[src/rtl/pwm_tick_gen.sv]
module pwm_tick_gen #(
  parameter int NUM_CH   = 5,
  parameter int GRP_A_CH = 2,
  parameter int PS_W     = 8,
  parameter int CODE_W   = 4,
  parameter int MAX_CODE = 4,
  parameter int DATA_W   = 32
) (
  input  logic              clk,
  input  logic              rst_n,
  input  logic              cfg_wr,
  input  logic              cfg_sel,
  input  logic [DATA_W-1:0] cfg_wdata,
  output logic [DATA_W-1:0] cfg_rdata,
  output logic [NUM_CH-1:0] tick
);
  localparam int PSW_W  = 2 * PS_W;
  localparam int DIVW_W = NUM_CH * CODE_W;
  localparam int DCNT_W = (MAX_CODE > 0) ? MAX_CODE : 1;

  logic [PS_W-1:0]   ps_q   [2];
  logic [PS_W-1:0]   pcnt_q [2];
  logic [1:0]        pstb;
  logic [DIVW_W-1:0] div_q;
  logic [DCNT_W-1:0] dcnt_q [NUM_CH];
  logic [DCNT_W-1:0] dlim   [NUM_CH];

  wire wr_ps  = cfg_wr && !cfg_sel;
  wire wr_div = cfg_wr &&  cfg_sel;

  always_ff @(posedge clk or negedge rst_n) begin
    if (!rst_n) begin
      ps_q[0] <= PS_W'(1);
      ps_q[1] <= PS_W'(1);
      div_q   <= '0;
    end else begin
      if (wr_ps) begin
        ps_q[0] <= cfg_wdata[PS_W-1:0];
        ps_q[1] <= cfg_wdata[PSW_W-1:PS_W];
      end
      if (wr_div) div_q <= cfg_wdata[DIVW_W-1:0];
    end
  end

  assign cfg_rdata = cfg_sel ? DATA_W'(div_q) : DATA_W'({ps_q[1], ps_q[0]});

  for (genvar k = 0; k < 2; k++) begin : g_ps
    assign pstb[k] = (pcnt_q[k] == ps_q[k]);

    always_ff @(posedge clk or negedge rst_n) begin
      if (!rst_n)         pcnt_q[k] <= '0;
      else if (cfg_wr)    pcnt_q[k] <= '0;
      else if (pstb[k])   pcnt_q[k] <= '0;
      else                pcnt_q[k] <= pcnt_q[k] + 1'b1;
    end

    AST_PS_BOUND: assert property (@(posedge clk) disable iff (!rst_n)
      pcnt_q[k] <= ps_q[k]);
    AST_PS_RESTART: assert property (@(posedge clk) disable iff (!rst_n)
      cfg_wr |=> pcnt_q[k] == '0);
  end

  for (genvar i = 0; i < NUM_CH; i++) begin : g_ch
    localparam int G = (i < GRP_A_CH) ? 0 : 1;
    logic [CODE_W-1:0] code, eff;

    assign code    = div_q[i*CODE_W +: CODE_W];
    assign eff     = (int'(code) > MAX_CODE) ? CODE_W'(MAX_CODE) : code;
    assign dlim[i] = DCNT_W'((32'd1 << eff) - 32'd1);
    assign tick[i] = pstb[G] && (dcnt_q[i] == dlim[i]);

    always_ff @(posedge clk or negedge rst_n) begin
      if (!rst_n)       dcnt_q[i] <= '0;
      else if (cfg_wr)  dcnt_q[i] <= '0;
      else if (pstb[G]) dcnt_q[i] <= (dcnt_q[i] == dlim[i]) ? '0 : dcnt_q[i] + 1'b1;
    end

    AST_DIV_BOUND: assert property (@(posedge clk) disable iff (!rst_n)
      dcnt_q[i] <= dlim[i]);
    AST_DIV_HOLD: assert property (@(posedge clk) disable iff (!rst_n)
      (!pstb[G] && !cfg_wr) |=> $stable(dcnt_q[i]));
    AST_TICK_ON_STROBE: assert property (@(posedge clk) disable iff (!rst_n)
      tick[i] |-> pstb[G]);
    AST_DIV_RESTART: assert property (@(posedge clk) disable iff (!rst_n)
      cfg_wr |=> dcnt_q[i] == '0);
  end

  AST_RDATA_UPPER_ZERO: assert property (@(posedge clk) disable iff (!rst_n)
    cfg_rdata[DATA_W-1:DIVW_W] == '0);
endmodule

[config.mk]
export PLATFORM = sky130hd
export DESIGN_NAME = pwm_tick_gen
export DESIGN_NICKNAME = d
export VERILOG_FILES = /design/src/rtl/pwm_tick_gen.sv
export SDC_FILE = /design/constraint.sdc
export NUM_CORES = 1
export LEC_CHECK = 0
export CAP_MARGIN = 20
export CORE_MARGIN = 3
export CORE_UTILIZATION = 38
export CTS_CLUSTER_DIAMETER = 30
export DETAILED_ROUTE_END_ITERATION = 10
export GPL_TIMING_DRIVEN = 0
export PLACE_DENSITY_LB_ADDON = 0.08
export RECOVER_POWER = 25
export SYNTH_ARGS = -nofsm -noshare
export SYNTH_HDL_FRONTEND = slang
export SYNTH_SLANG_ARGS = --single-unit
export TNS_END_PERCENT = 100
[constraint.sdc]
create_clock -name clk -period 5.5 [get_ports clk]
set_clock_uncertainty 0.05 [all_clocks]
set_input_delay 1.375 -clock clk [delete_from_list [all_inputs] [get_ports clk]]
set_output_delay 1.375 -clock clk [all_outputs]
set_load 0.01 [all_outputs]
### Word-level counts from Yosys, hierarchy flattened

Index checks and enable logic that the tools add are counted.

| cells by class | value |
|---|---|
| shifts and indexed selects | 5 |
| muxes and demuxes | 25 |
| reduce and logical (&&, ||, !) cells | 10 |
| order comparisons | 5 |
| equality and inequality tests | 7 |
| $add $sub $neg | 12 |

Operators with widths:

| operator | number |
|---|---|
| $mux 4 | 20 |
| $mux 8 | 4 |
| $add 4x1->4 const B | 5 |
| $eq 4x4->1 | 5 |
| $gt 4x3->1 const B | 5 |
| $mux 20 | 1 |
| $shl 1x4->4 const A | 5 |
| $sub 4x1->4 const B | 5 |
| $add 8x1->8 const B | 2 |
| $eq 8x8->1 | 2 |
| $logic_and 1x1->1 | 7 |
| $reduce_bool 2->1 | 2 |
| $logic_not 1->1 | 1 |

| word-level totals | value |
|---|---|
| bits in registers | 72 |
| word-level logic and storage cells | 74 |

### Logic depth before layout (Yosys ltp)

| depth | value |
|---|---|
| word-level depth | 8 |
| gate-level depth with buffers | 7 |
| mapped depth without buffers | 7 |

### Worst setup path after synthesis

Ideal clock, no wire load.

| path | value |
|---|---|
| path type | flip-flop to output port |
| start point | register div_q[15] |
| end point | output port tick[3] |
| path slack | 1867 ps |
| data required time | 4075 ps |
| path buffers | 0 |
| data arrival time | 2208 ps |
| cell stages (with the launch flop) | 7 |
| cell sequence | dfrtp_1 or4b_2 ha_1 xnor2_1 or3b_1 a31o_2 nor2_1 |

| on the way | value |
|---|---|
| longest elaborated chain between the ends | 6 |

RTL lines:

| what | line | RTL |
|---|---|---|
| start, declared | 24 | `logic [DIVW_W-1:0] div_q;` |
| start signal, assigned | 41 | `if (wr_div) div_q <= cfg_wdata[DIVW_W-1:0];` |
| $gt 4x3->1 | 68 | `assign eff = (int'(code) > MAX_CODE) ? CODE_W'(MAX_CODE) : code;` |
| $mux 4 (*) | 68 |  |
| $shl 1x4->4 (*) | 69 | `assign dlim[i] = DCNT_W'((32'd1 << eff) - 32'd1);` |
| $sub 4x1->4 (*) | 69 |  |
| $eq 4x4->1 (*) | 70 | `assign tick[i] = pstb[G] && (dcnt_q[i] == dlim[i]);` |
| $logic_and 1x1->1 (*) | 70 |  |
| end, declared | 15 | `output logic [NUM_CH-1:0] tick` |

Every way passes the cells marked *; elsewhere a longest branch is shown, timed or not.

### Final worst setup path

| path | value |
|---|---|
| start point | input port cfg_sel |
| end point | output port cfg_rdata[6] |

| on the way | value |
|---|---|
| longest elaborated chain between the ends | 1 |

RTL lines:

| what | line | RTL |
|---|---|---|
| start, declared | 12 | `input logic cfg_sel,` |
| $mux 20 | 45 | `assign cfg_rdata = cfg_sel ? DATA_W'(div_q) : DATA_W'({ps_q[1], ps_q[0]});` |
| end, declared | 14 | `output logic [DATA_W-1:0] cfg_rdata,` |

No other way between the ends.

==> flow_summary.json <==
{
  "cpMostUsedCell": "clkdlybuf4s50_1",
  "leakage_nw": 1.96,
  "syn_to_final_growth_pct": 21.7,
  "wl_um": 8920,
  "crit_buf_inv": 3,
  "clkSinkCount": 72,
  "die-area_um2": 12000,
  "final_cell_mix": "dfrtp_1, mux2_2, clkdlybuf4s50_1, xnor2_1, nor2_1",
  "fin_cells": 606,
  "htree_levels": 3,
  "ant_nets": 0,
  "synth_area_leaders": "dfrtp_1, mux2_2, xnor2_1",
  "clock_latency_ns": 0.34,
  "finalHoldViolCount": 0,
  "finalCriticalPeriod_ns": 4.77,
  "layout_commonest_cell": "dfrtp_1",
  "status": "finished with violations",
  "hold_path.class": "reg -> reg",
  "grt_pass1_wl_um": 15400,
  "die_width_um": 110,
  "antenna_found_initial": 0,
  "cp_slowest_cell": "clkdlybuf4s50_1",
  "avgSynthCellArea_um2": 10.4,
  "cts_inserted_buffers": 9,
  "cts_tree": "yes",
  "grt_pass1_vias": 2976,
  "drv_slew": 75,
  "ctsHoldBuffers": 0,
  "cts_setup_buffers": 0,
  "worst_slack_ns": 0.728,
  "via_count": 3038,
  "powerDensity_nw_per_um2": 271,
  "synth_area_leader_cell": "dfrtp_1",
  "violations": "max-capacitance violations, max-slew violations",
  "cp.arrival_ns": 3.35,
  "start_util_pct": 39.3,
  "cp-start-kind": "input port",
  "place_congestion": 0.770,
  "fin_area_um2": 4960,
  "path_delay_family": "buffers and inverters",
  "path_cells": "clkdlybuf4s50_1, buf_1, mux2_2, clkdlybuf4s50_1",
  "io-pin-count": 73,
  "n_antenna_cell": 0,
  "cp.depth": 4,
  "clk_path_buf_depth": 2,
  "reg2reg_depth": 7,
  "dpl_cell_area_um2": 4790,
  "place_ws_ns": 0.683,
  "holdWs_ns": 0.451,
  "post-place-cells": 590,
  "clk_pin_slew_worst_paths_ns": 0.08,
  "drtPass1Iterations": 4,
  "power.total_mw": 1.35,
  "cts-root-buf": "clkbuf_8",
  "layout-drive-gt1-share_pct": 21.1,
  "worstPathRequired_ns": 4.07,
  "syn_area_um2": 4080,
  "overflow": 0,
  "drtIter0Drc": 83,
  "grtUsageTotal_pct": 16.6,
  "fmax_mhz": 210,
  "peakVddDrop_uv": 131,
  "synth-seq-area-share_pct": 44.2,
  "synth-seq-cells": 72,
  "ys_types": 39,
  "portBuffers": 48,
  "core_area_um2": 10400,
  "ys_warn_count": 0,
  "period_share_pct": 86.8,
  "rsz0062_at_grt": "false",
  "drt-wirelength-per-cell_um": 14.7,
  "dpl.hpwl_um": 6640,
  "ctsResizeCount": 0,
  "slew_headroom_pct": -43.8,
  "cp_max_fo": 10,
  "maxCapViolations": 2,
  "post-route-drc-count": 0,
  "path_class": "in -> out",
  "fin_util_pct": 47.9,
  "die_h_um": 110,
  "whs_path_depth": 1,
  "tns_ns": 0,
  "grt_max_degree": 41,
  "cpPeakStageDelay_ns": 0.55,
  "final_nets": 513,
  "rows": 37,
  "critPathCaptureType": "output port",
  "synth_cells": 394,
  "setup_viol": 0,
  "viasPerCell": 5.01,
  "worstMarginPinSlew_ns": 2.16,
  "synth_top_area_share_pct": 42.9
}
path summary, 6_finish.rpt:
path | from | endpoint | slack, ns
max | cfg_sel | cfg_rdata[6] | 0.73
min | pcnt_q[0]$_DFF_PN0_ | pcnt_q[0]$_DFF_PN0_ | 0.45
max reg2reg | div_q[11]$_DFFE_PN0P_ | dcnt_q[11]$_DFFE_PN0P_ | 2.91
min reg2reg | pcnt_q[0]$_DFF_PN0_ | pcnt_q[0]$_DFF_PN0_ | 0.45
max in group asynchronous | rst_n | pcnt_q[2]$_DFF_PN0_ | 1.17
min in group asynchronous | rst_n | dcnt_q[16]$_DFFE_PN0P_ | 1.45
flip-flops by register name, summed over array words and instances, names as in the netlist:
register	cells
dcnt_q	20
ps_q	16
div_q	20
pcnt_q	16
Yosys cell counts, drive strengths merged:
cell type  number
and3            8
nor2b           5
dfstp           2
o21a            1
a31o            1
nand2b          2
mux2           52
a31oi           6
or3b            1
or2             2
buf            16
o31ai           4
inv             6
nand4b          1
a21oi          18
o21ai           9
nor3            5
nand4           4
nand3          25
dfrtp          70
or4             5
nand3b          6
nor4            4
clkbuf          9
nor3b           4
conb            1
or4b            5
ha             12
and2            4
xor2            5
nor2           30
nand2          28
xnor2          33
or3            10
logic make-up after synthesis:
kind of cell    Yosys count  share of synthesized area (%)
fa+ha+maj                12                           3.68
xor+xnor                 38                           8.16
flops                    72                           44.2
buf+inv                  31                           4.02
compound gates           39                           5.86
simple gates            149                           19.6
other cells               1                         0.0919
mux                      52                           14.4
routing by layer:
layer,global-route usage [%],part of all wire [%]
met1,24.5,48
met2,24.8,45
met3,4.17,5.6
met4,3.47,0.73
met5,0,0
layout make-up:
cell class | instances | area (µm²)
inverters | 6 | 22.5
plain buffers | 25 | 141
multi-input cells | 302 | 2150
repair buffers | 49 | 478
clock buffers | 9 | 124
well taps | 136 | 170
clock inverters | 7 | 71.3
flip-flops and latches | 72 | 1800
fillers | 1030 | 5410
where the power goes:
part,internal (mW),switching (mW)
logic,0.166,0.112
registers,0.583,0.0659
clock network,0.209,0.210
Note: power is estimated with default switching activity, not from simulation.
